### src/rtl/tcc_pkg.sv
// Package: shared constants and types for the traffic-class classifier.
// Assumes byte-wide header streaming and a 16-bit type field.
package tcc_pkg;
    localparam int BYTE_W = 8;
    localparam int TYPE_W = 16;

    // Where a decision came from; used inside the decider.
    typedef enum logic [1:0] {
        SRC_NONE    = 2'd0,
        SRC_DEFAULT = 2'd1,
        SRC_MGMT    = 2'd2,
        SRC_TAG     = 2'd3
    } tc_src_e;
endpackage

### src/rtl/tcc_hdr_pos.sv
// Module: tracks the byte position within the current frame header.
// Assumes in_sof marks byte 0. Position saturates at POS_MAX. Parsing is
// active from the sof byte until the decider raises 'stop'.
module tcc_hdr_pos #(
    parameter int POS_MAX = 14,
    localparam int IDX_W  = $clog2(POS_MAX + 1)
) (
    input  logic             clk,
    input  logic             rst_n,
    input  logic             in_valid,
    input  logic             in_sof,
    input  logic             stop,
    output logic             beat,
    output logic [IDX_W-1:0] cur_idx
);
    localparam logic [IDX_W-1:0] IDX_MAX = IDX_W'(POS_MAX);

    logic             active_q;
    logic [IDX_W-1:0] pos_q;

    // A byte counts when it opens a frame or arrives while parsing is active.
    assign beat    = in_valid && (in_sof || active_q);
    assign cur_idx = in_sof ? '0 : pos_q;

    // Advance the position and keep the activity flag.
    always_ff @(posedge clk) begin
        if (!rst_n) begin
            active_q <= 1'b0;
            pos_q    <= '0;
        end else if (beat) begin
            active_q <= !stop;
            pos_q    <= (cur_idx == IDX_MAX) ? IDX_MAX : cur_idx + 1'b1;
        end
    end

    a_r7_pos_bound: assert property (@(posedge clk) disable iff (!rst_n)
        pos_q <= IDX_MAX);
endmodule

### src/rtl/tcc_mgmt_match.sv
// Module: detects management destination prefixes on the first header bytes.
// Assumes prefixes are packed, most significant byte first, prefix 0 lowest.
// 'hit' is meaningful once byte PREFIX_BYTES-1 of the frame has been seen.
module tcc_mgmt_match #(
    parameter int NUM_PREFIX   = 2,
    parameter int PREFIX_BYTES = 3,
    parameter logic [NUM_PREFIX*PREFIX_BYTES*8-1:0] PREFIX_LIST = 48'h01191B_0180C2,
    parameter int IDX_W        = 4
) (
    input  logic             clk,
    input  logic             rst_n,
    input  logic             beat,
    input  logic [IDX_W-1:0] cur_idx,
    input  logic [7:0]       in_byte,
    output logic             hit
);
    logic [NUM_PREFIX-1:0] match_q;

    for (genvar k = 0; k < NUM_PREFIX; k++) begin : g_prefix
        // Running compare of the leading bytes against prefix k.
        always_ff @(posedge clk) begin
            if (!rst_n) begin
                match_q[k] <= 1'b0;
            end else if (beat) begin
                for (int j = 0; j < PREFIX_BYTES; j++) begin
                    if (cur_idx == IDX_W'(j)) begin
                        match_q[k] <= ((j == 0) ? 1'b1 : match_q[k]) &&
                            (in_byte == PREFIX_LIST[(k*PREFIX_BYTES + PREFIX_BYTES-1-j)*8 +: 8]);
                    end
                end
            end
        end
    end

    assign hit = |match_q;
endmodule

### src/rtl/tcc_type_match.sv
// Module: compares the two-byte type field with the configured tag type.
// Assumes the high byte comes first, at index HI_IDX. 'type_hit' is valid on
// the beat carrying byte HI_IDX+1.
module tcc_type_match #(
    parameter int HI_IDX = 12,
    parameter int IDX_W  = 4
) (
    input  logic                      clk,
    input  logic                      rst_n,
    input  logic                      beat,
    input  logic [IDX_W-1:0]          cur_idx,
    input  logic [7:0]                in_byte,
    input  logic [tcc_pkg::TYPE_W-1:0] cfg_type,
    output logic                      type_hit
);
    localparam logic [IDX_W-1:0] IDX_HI = IDX_W'(HI_IDX);

    logic [7:0] hi_q;

    // Capture the high type byte.
    always_ff @(posedge clk) begin
        if (!rst_n)                           hi_q <= '0;
        else if (beat && cur_idx == IDX_HI)   hi_q <= in_byte;
    end

    // Full compare once the low byte is on the bus.
    assign type_hit = ({hi_q, in_byte} == cfg_type);
endmodule

### src/rtl/tcc_class_decide.sv
// Module: chooses the class and registers the result with a done strobe.
// Assumes cur_idx/beat from the position tracker, a management flag already
// settled by the type-field byte, and a type match valid on that byte.
module tcc_class_decide #(
    parameter int CLASS_W = 3,
    parameter int LO_IDX  = 13,
    parameter int TAG_IDX = 14,
    parameter int IDX_W   = 4
) (
    input  logic               clk,
    input  logic               rst_n,
    input  logic               beat,
    input  logic [IDX_W-1:0]   cur_idx,
    input  logic               in_eof,
    input  logic [CLASS_W-1:0] prio_field,
    input  logic               mgmt_hit,
    input  logic               type_hit,
    input  logic [CLASS_W-1:0] cfg_default,
    output logic               stop,
    output logic [CLASS_W-1:0] class_out,
    output logic               class_done
);
    import tcc_pkg::*;

    localparam logic [IDX_W-1:0]   IDX_LO    = IDX_W'(LO_IDX);
    localparam logic [IDX_W-1:0]   IDX_TAG   = IDX_W'(TAG_IDX);
    localparam logic [CLASS_W-1:0] MGMT_CLASS = '1;

    tc_src_e            src;
    logic               go_wait;
    logic               wait_q;
    logic [CLASS_W-1:0] class_q;
    logic               done_q;

    // Decide the source of the class for the present byte.
    always_comb begin
        src     = SRC_NONE;
        go_wait = 1'b0;
        if (beat) begin
            if (cur_idx == IDX_LO) begin
                if (mgmt_hit)                  src = SRC_MGMT;
                else if (!type_hit || in_eof)  src = SRC_DEFAULT;
                else                           go_wait = 1'b1;
            end else if (cur_idx == IDX_TAG && wait_q) begin
                src = SRC_TAG;
            end else if (in_eof) begin
                src = SRC_DEFAULT;
            end
        end
    end

    assign stop = (src != SRC_NONE) || (beat && in_eof);

    // Remember that the tag control byte is awaited.
    always_ff @(posedge clk) begin
        if (!rst_n)    wait_q <= 1'b0;
        else if (beat) wait_q <= go_wait;
    end

    // Register the chosen class and the strobe.
    always_ff @(posedge clk) begin
        if (!rst_n) begin
            class_q <= '0;
            done_q  <= 1'b0;
        end else begin
            done_q <= (src != SRC_NONE);
            case (src)
                SRC_MGMT:    class_q <= MGMT_CLASS;
                SRC_DEFAULT: class_q <= cfg_default;
                SRC_TAG:     class_q <= prio_field;
                default:     class_q <= class_q;
            endcase
        end
    end

    assign class_out  = class_q;
    assign class_done = done_q;

    a_r5_mgmt_top: assert property (@(posedge clk) disable iff (!rst_n)
        (beat && cur_idx == IDX_LO && mgmt_hit) |=> (class_done && class_out == MGMT_CLASS));
    a_r2_tag_prio: assert property (@(posedge clk) disable iff (!rst_n)
        (beat && cur_idx == IDX_TAG && wait_q) |=> (class_done && class_out == $past(prio_field)));
    a_r9_idle_quiet: assert property (@(posedge clk) disable iff (!rst_n)
        !beat |=> !class_done);
    a_r7_wait_silent: assert property (@(posedge clk) disable iff (!rst_n)
        wait_q |-> !class_done);
    a_r9_hold_class: assert property (@(posedge clk) disable iff (!rst_n)
        !class_done |-> $stable(class_out) || $past(!rst_n));
endmodule

### src/rtl/frame_tc_classifier.sv
// Module: top of the ingress traffic-class classifier.
// Assumes one header byte per valid beat with sof/eof on the first/last byte.
// Header layout: two ADDR_BYTES addresses, a two-byte type field, then a tag.
module frame_tc_classifier #(
    parameter int CLASS_W      = 3,
    parameter int ADDR_BYTES   = 6,
    parameter int NUM_PREFIX   = 2,
    parameter int PREFIX_BYTES = 3,
    parameter logic [NUM_PREFIX*PREFIX_BYTES*8-1:0] PREFIX_LIST = 48'h01191B_0180C2
) (
    input  logic                        clk,
    input  logic                        rst_n,
    input  logic                        in_valid,
    input  logic                        in_sof,
    input  logic                        in_eof,
    input  logic [tcc_pkg::BYTE_W-1:0]  in_byte,
    input  logic [tcc_pkg::TYPE_W-1:0]  cfg_vlan_type,
    input  logic [CLASS_W-1:0]          cfg_port_class,
    output logic [CLASS_W-1:0]          tc_class,
    output logic                        tc_done
);
    localparam int HI_IDX  = 2 * ADDR_BYTES;
    localparam int LO_IDX  = HI_IDX + 1;
    localparam int TAG_IDX = HI_IDX + 2;
    localparam int IDX_W   = $clog2(TAG_IDX + 1);

    logic             beat;
    logic             stop;
    logic [IDX_W-1:0] cur_idx;
    logic             mgmt_hit;
    logic             type_hit;
    logic [CLASS_W-1:0] prio_field;

    assign prio_field = in_byte[tcc_pkg::BYTE_W-1 -: CLASS_W];

    tcc_hdr_pos #(.POS_MAX(TAG_IDX)) u_pos (
        .clk(clk), .rst_n(rst_n), .in_valid(in_valid), .in_sof(in_sof),
        .stop(stop), .beat(beat), .cur_idx(cur_idx)
    );

    tcc_mgmt_match #(
        .NUM_PREFIX(NUM_PREFIX), .PREFIX_BYTES(PREFIX_BYTES),
        .PREFIX_LIST(PREFIX_LIST), .IDX_W(IDX_W)
    ) u_mgmt (
        .clk(clk), .rst_n(rst_n), .beat(beat), .cur_idx(cur_idx),
        .in_byte(in_byte), .hit(mgmt_hit)
    );

    tcc_type_match #(.HI_IDX(HI_IDX), .IDX_W(IDX_W)) u_type (
        .clk(clk), .rst_n(rst_n), .beat(beat), .cur_idx(cur_idx),
        .in_byte(in_byte), .cfg_type(cfg_vlan_type), .type_hit(type_hit)
    );

    tcc_class_decide #(
        .CLASS_W(CLASS_W), .LO_IDX(LO_IDX), .TAG_IDX(TAG_IDX), .IDX_W(IDX_W)
    ) u_decide (
        .clk(clk), .rst_n(rst_n), .beat(beat), .cur_idx(cur_idx),
        .in_eof(in_eof), .prio_field(prio_field), .mgmt_hit(mgmt_hit),
        .type_hit(type_hit), .cfg_default(cfg_port_class), .stop(stop),
        .class_out(tc_class), .class_done(tc_done)
    );
endmodule

### config.mk
export PLATFORM = sky130hd
export DESIGN_NAME = frame_tc_classifier
export DESIGN_NICKNAME = d
export VERILOG_FILES = /design/src/rtl/tcc_pkg.sv /design/src/rtl/tcc_hdr_pos.sv /design/src/rtl/tcc_mgmt_match.sv /design/src/rtl/tcc_type_match.sv /design/src/rtl/tcc_class_decide.sv /design/src/rtl/frame_tc_classifier.sv
export SDC_FILE = /design/constraint.sdc
export NUM_CORES = 1
export LEC_CHECK = 0
export ABC_AREA = 1
export BUFFER_PORTS_ARGS = -buffer_cell sky130_fd_sc_hd__buf_4
export CORE_MARGIN = 1
export CORE_UTILIZATION = 35
export DETAILED_ROUTE_END_ITERATION = 10
export GPL_ROUTABILITY_DRIVEN = 0
export SKIP_LAST_GASP = 1
export SYNTH_ARGS = -nofsm -noshare
export SYNTH_HDL_FRONTEND = slang
export SYNTH_SLANG_ARGS = --single-unit
### constraint.sdc
create_clock -name clk -period 1.4 [get_ports clk]
set_input_delay 0.21 -clock clk [delete_from_list [all_inputs] [get_ports clk]]
set_output_delay 0.21 -clock clk [all_outputs]
set_load 0.005 [all_outputs]
==> results of run 1 <==
[cell families (layout without fill, tap and decap cells)]
family / after synthesis / after routing / share of synthesized area (%)
AOI/OAI and AO/OA: 39 / 39 / 15.4
DFF: 20 / 20 / 28.6
adders and majority gates: 4 / 4 / 3.57
buffers and inverters: 43 / 100 / 12.0
and+or+nand+nor: 107 / 107 / 37.9
xor gates and xnor gates: 4 / 4 / 2.50
[cell usage after synthesis, drive strengths merged]
| cell type | n |
|---|---|
| a211oi | 1 |
| a21o | 1 |
| a21oi | 18 |
| a221oi | 1 |
| a31oi | 1 |
| buf | 1 |
| clkbuf | 1 |
| clkinv | 1 |
| dfxtp | 20 |
| ha | 4 |
| inv | 40 |
| nand2 | 58 |
| nand3 | 16 |
| nand4 | 3 |
| nor2 | 17 |
| nor3 | 5 |
| nor4 | 4 |
| o21ai | 17 |
| or2 | 4 |
| xnor2 | 3 |
| xor2 | 1 |
[how the worst max path moves through the flow]
stage / from / endpoint / slack, ns
after floorplan: u_pos.pos_q[0] / u_decide.class_out[0] / 0.005
after global placement: u_pos.pos_q[1] / u_mgmt.match_q[1] / -0.09
after detailed placement: in_sof / u_pos.active_q / -0.13
after CTS: u_pos.pos_q[1] / u_decide.class_out[1] / -0.07
after global routing: u_pos.pos_q[1] / u_decide.class_out[2] / -0.15
final: u_pos.pos_q[1] / u_decide.class_out[1] / -0.07
[worst min-delay path, stage by stage]
cell     delay, ns
buf_4         0.13
inv_2         0.05
a21oi_1       0.05
[layout make-up]
class	instances	area (um^2)	share of cell area, %
Multi-Input combinational cell	154	895	44.5
Timing Repair Buffer	55	425	21.2
Sequential cell	20	403	20.0
Inverter	41	156	7.78
Tap cell	48	60.1	2.99
Clock buffer	3	41.3	2.05
Clock inverter	1	30.0	1.49
[through the flow]
stage	util, %	instances	instance area, um^2	setup TNS (ns)	total power (uW)
floorplan	-	217	1420	0	770
global placement	49.9	315	1870	-0.501	927
detailed placement	49.9	315	1870	-0.715	927
CTS	53.0	321	1990	-0.328	1530
global route	53.7	322	2010	-1.53	1600
finish	53.7	322	2010	-0.255	1530
[per-layer routing]
layer / global-route usage, % / vias up
met2: 29.6 / 23
met1: 22.7 / 639
li1: - / 809
met3: 3.65 / 6
met4: 3.53 / 0
met5: 0 / -
[timing repair]
item                       CTS  global route
setup endpoints to repair    8            17
pin swaps                    3             0
gates resized for setup      6             5
buffers inserted             2             1
[registers in the layout, summed over array words and instances, names as in the netlist]
name and count:
u_decide.class_out 3, u_pos.pos_q 4, u_decide.wait_q 1, u_type.hi_q 8, u_mgmt.match_q 2, u_pos.active_q 1, u_decide.class_done 1
[report_power, final]
group / switching [uW] / internal (uW) / leakage [uW]
clock network: 214 / 382 / 0.0000357
logic: 169 / 155 / 0.000800
registers: 15.4 / 591 / 0.000163
[placed cells by master, fill, tap and decap left out, types with 2 or more instances in the layout]
cell type and count:
a21oi_1 16, a21oi_2 2, buf_4 54, clkbuf_8 3
dfxtp_1 18, dfxtp_2 2, ha_1 2, ha_4 2
inv_1 31, inv_2 8, nand2_1 50, nand2_2 3
nand2_4 5, nand3_1 13, nand3_2 2, nand4_1 3
nor2_1 14, nor2_4 2, nor3_1 3, nor4_1 4
o21ai_0 15, or2_0 3, xnor2_1 3
==> impl_metrics.toml, run 1 <==
[cells_and_area]
area_growth_pct = 43.5
drive_above_1_share_pct = 33.9
finalNetCount = 311
fillers = 401
antennaDiodeCount = 0

[timing]
maxSlewViolCount = 0
period_share_pct = 105
min_period_ns = 1.47
tightest_slew_ns = 0.366
relSlewSlack_pct = 75.4
setup_viol = 6
hold_slack_ns = 0.219
finClkSkew_ns = 0.00574
timing.final.ws_setup_ns = -0.0656
timing_hold_violations_final = 0
fmax_mhz = 682
rsz0062_at_grt = "true"

[worst_setup_path]
cp.depth = 11
cp.required_ns = 1.55
crit_buf_inv = 3
cpLargestDelayFamily = "simple AND/OR/NAND/NOR gates"
worstPathArrival_ns = 1.62
cp_cell_sequence = "inv_2 > nor2_4 > inv_2 > ha_4 > nand2_4 > nand2_2 > nand3_4 > inv_4 > or2_0 > nand2_1 > a21oi_2"
crit_path_frequent_cell = "inv_2"
cp-end-kind = "register"
r2r_start = "u_pos.pos_q[1]"
ff2ff_setup_slack_ns = -0.07
r2r-end = "u_decide.class_out[1]"
max_stage_delay_ns = 0.34
critPathMaxFanout = 6
reg2reg_depth = 11
cpMaxStageDelayCell = "dfxtp_2"
start_kind = "register"
crit_type = "reg -> reg"

[hold_path]
min_path_cells = 3
hold_path_end = "u_type.hi_q[6]"
hp-start = "in_byte[6]"
holdCritPathClass = "in -> reg"

[run_status]
status = "finished with violations"
failed_checks = "setup timing"

[clock_network]
cts_hold_buf = 0
clock_latency_ns = 0.26
htreeDepth = 1
cts.clk_slew.worst_paths_ns = 0.09
clock_path_buffers = 2
cts_made_buffers = 3
tritoncts = "yes"
cts.sinks = 20
clock-root-buffer = "clkbuf_8"

[floorplan]
rows = 22
dieArea_um2 = 4260
fp.dieW_um = 65.3
start_util_pct = 37.4
pin_count = 36
die_h_um = 65.3
core_area_um2 = 3740

[synthesis]
netlist_instances = 217
synth.yosys.seq_area_share_pct = 28.6
yosys_warnings = 0
postSynthNetCount = 253
synth.distinct_cells = 33
syn_area_per_cell_um2 = 6.46
synth_area_um2 = 1400
synth.top_cell.area_share_pct = 28.6
synth.largest_area_cell = "dfxtp_1"
ys_top_cells_by_area = "dfxtp_1 29%, nand2_1 14%, inv_1 9.4%"
ys_seq_elements = 20

[route]
post-route-drc-count = 0
wl_per_cell_um = 10.8
route.met3.wl_um = 129
met1_length_um = 1670
drtAntennaViolNets = 0
vias = 1477
drt_first_iter_violations = 41
wirelength_um = 3490
topRoutingLayerUsed = "met4"
wl_met2_um = 1640
drt_pass1_iterations = 4
vias_per_cell = 4.59

[global_routing]
antenna_found_initial = 0
grt_max_degree = 17
grt_pass1_wl_um = 5890
grt.overflow.total = 0
grt_pass1_vias = 1365
track_usage_pct = 17.5

[pwr]
leakage_uw = 0.000999
power_density_nw_per_um2 = 759
peakVddDrop_v = 0.000601

[place]
hpwl_um = 2710
portBuffers = 35
dp_worst_setup_slack_ns = -0.128

[job]
drv_cap = 0
Note: power is estimated with default switching activity, not from simulation.
==> run 2: changes to the inputs <==
- BUFFER_PORTS_ARGS: -buffer_cell sky130_fd_sc_hd__buf_4 -> -buffer_cell sky130_fd_sc_hd__buf_2
==> run 2 against run 1 <==
Effect of this change:
- the run still ends with setup timing left
- setup slack worse by 0.035 ns
- clock skew shrank 0.0034 ns
- global-route usage shrank 0.51 points
- routed wire length shrank 1.7%
- first-iteration DRC count decreased by 12%
- count of clock-buffer cells in the layout up 1
- worst hold slack lost 0.0090 ns
- sequential power about the same
- clock power fell by 24%
- register-to-register slack got worse by 0.03 ns
- core utilization is 1.3 points lower
- critical path type unchanged
==> impl_metrics.toml, run 2 (same netlist as run 1, synthesis figures left out) <==
[worst_setup_path]
crit_type = "reg -> reg"
cp-end-kind = "register"
cpMaxStageDelayCell = "dfxtp_2"
cp_cell_sequence = "inv_2 > nor2_4 > inv_2 > ha_4 > nand2_4 > nand2_4 > nand3_4 > inv_4 > or2_1 > nand2_2 > a21oi_2"
cp.required_ns = 1.55
critPathMaxFanout = 6
max_stage_delay_ns = 0.34
worstPathArrival_ns = 1.65
start_kind = "register"

[global_routing]
grt.overflow.total = 0
grt_pass1_wl_um = 5650
grt_pass1_vias = 1343
antenna_found_initial = 0
grt_max_degree = 17
track_usage_pct = 17.0

[clock_network]
cts_made_buffers = 3
clock_path_buffers = 2
cts_hold_buf = 0
clock-root-buffer = "clkbuf_8"
htreeDepth = 1
cts.sinks = 20
tritoncts = "yes"
clock_latency_ns = 0.26
cts.clk_slew.worst_paths_ns = 0.08

[route]
wl_per_cell_um = 10.6
vias = 1484
wirelength_um = 3430
vias_per_cell = 4.58
drt_first_iter_violations = 36
drt_pass1_iterations = 4
post-route-drc-count = 0
drtAntennaViolNets = 0

[cells_and_area]
finalNetCount = 313
largest-register = "u_type.hi_q"
fin_cells = 324
antennaDiodeCount = 0
drive_above_1_share_pct = 35.5
largest_register_ff_count = 8
area_growth_pct = 39.9
fin_util_pct = 52.4
fillers = 394
mostFrequentLayoutCells = "48 x nand2_1, 35 x buf_2, 32 x inv_1, 20 x buf_4, 18 x dfxtp_1"
final_common_cell = "nand2_1"

[timing]
timing_hold_violations_final = 0
min_period_ns = 1.50
tightest_slew_ns = 0.324
hold_slack_ns = 0.210
rsz0062_at_grt = "true"
maxSlewViolCount = 0
period_share_pct = 107
setup_viol = 15
finClkSkew_ns = 0.00237
timing.final.ws_setup_ns = -0.100
relSlewSlack_pct = 78.3
fmax_mhz = 666
setup_tns_ns = -0.516

[pwr]
leakage_uw = 0.000989
power_density_nw_per_um2 = 696
peakVddDrop_v = 0.000376

[floorplan]
fp.dieW_um = 65.3
core_area_um2 = 3740
rows = 22
pin_count = 36
start_util_pct = 37.4
dieArea_um2 = 4260
die_h_um = 65.3

[place]
place_inst = 317
portBuffers = 35
hpwl_um = 2700

[run_status]
status = "finished with violations"
failed_checks = "setup timing"

[job]
drv_cap = 0

[hold_path]
holdCritPathClass = "in -> reg"
==> run 2: worst max-delay path, delay by kind of cell, from the launching register on <==
family | cells | cell delay, ns
adder cells (fa/ha/maj) | 1 | 0.18
flip-flops | 1 | 0.34
buffers and inverters | 3 | 0.17
AND/OR/NAND/NOR | 6 | 0.66
AO/OA/AOI/OAI | 1 | 0.04
==> run 2: metrics by stage <==
| step | cell area [um^2] | power (uW) | setup WS [ns] |
|---|---|---|---|
| after floorplan | 1420 | 770 | 0.00458 |
| after global routing | 1960 | 1460 | -0.195 |
| after CTS | 1900 | 1370 | -0.0612 |
| final | 1960 | 1370 | -0.100 |
| after global placement | 1790 | 903 | -0.0797 |
| after detailed placement | 1790 | 905 | -0.111 |
==> run 2: layout make-up <==
class	count	area (um^2)	area share, %
Timing Repair Buffer	57	370	18.9
Multi-Input combinational cell	154	913	46.6
Clock buffer	4	55.1	2.81
Tap cell	48	60.1	3.06
Inverter	41	159	8.10
Sequential cell	20	403	20.5
==> run 2: repair_timing <==
action | CTS | global route
gates cloned | 0 | 1
resized for setup | 8 | 11
buffers inserted | 1 | 1
pin swaps | 4 | 3
endpoints found under the setup margin | 7 | 15
==> run 2: where the power goes <==
group	switching (uW)	leakage, uW	internal [uW]
clock network	201	0.0000288	251
registers	15.3	0.000163	591
logic	170	0.000796	138
total	386	0.000989	980
==> run 2: path summary, 6_finish.rpt <==
path / from / endpoint / slack (ns) / cells after the start
hold reg to reg: u_pos.pos_q[0] / u_pos.pos_q[0] / 0.49 / 2
setup / recovery: u_pos.pos_q[1] / u_decide.class_out[1] / -0.10 / 11
setup reg to reg: u_pos.pos_q[1] / u_decide.class_out[1] / -0.10 / 11
hold / removal: in_byte[6] / u_type.hi_q[6] / 0.21 / 3
==> run 2: per-layer routing <==
| layer | vias to the layer above | global-route usage [%] | share of wire (%) |
|---|---|---|---|
| li1 | 810 | - | - |
| met1 | 654 | 22.0 | 49 |
| met2 | 18 | 29.1 | 48 |
| met3 | 2 | 1.56 | 2.5 |
| met4 | 0 | 5.98 | 0.44 |
| met5 | - | 0 | 0 |
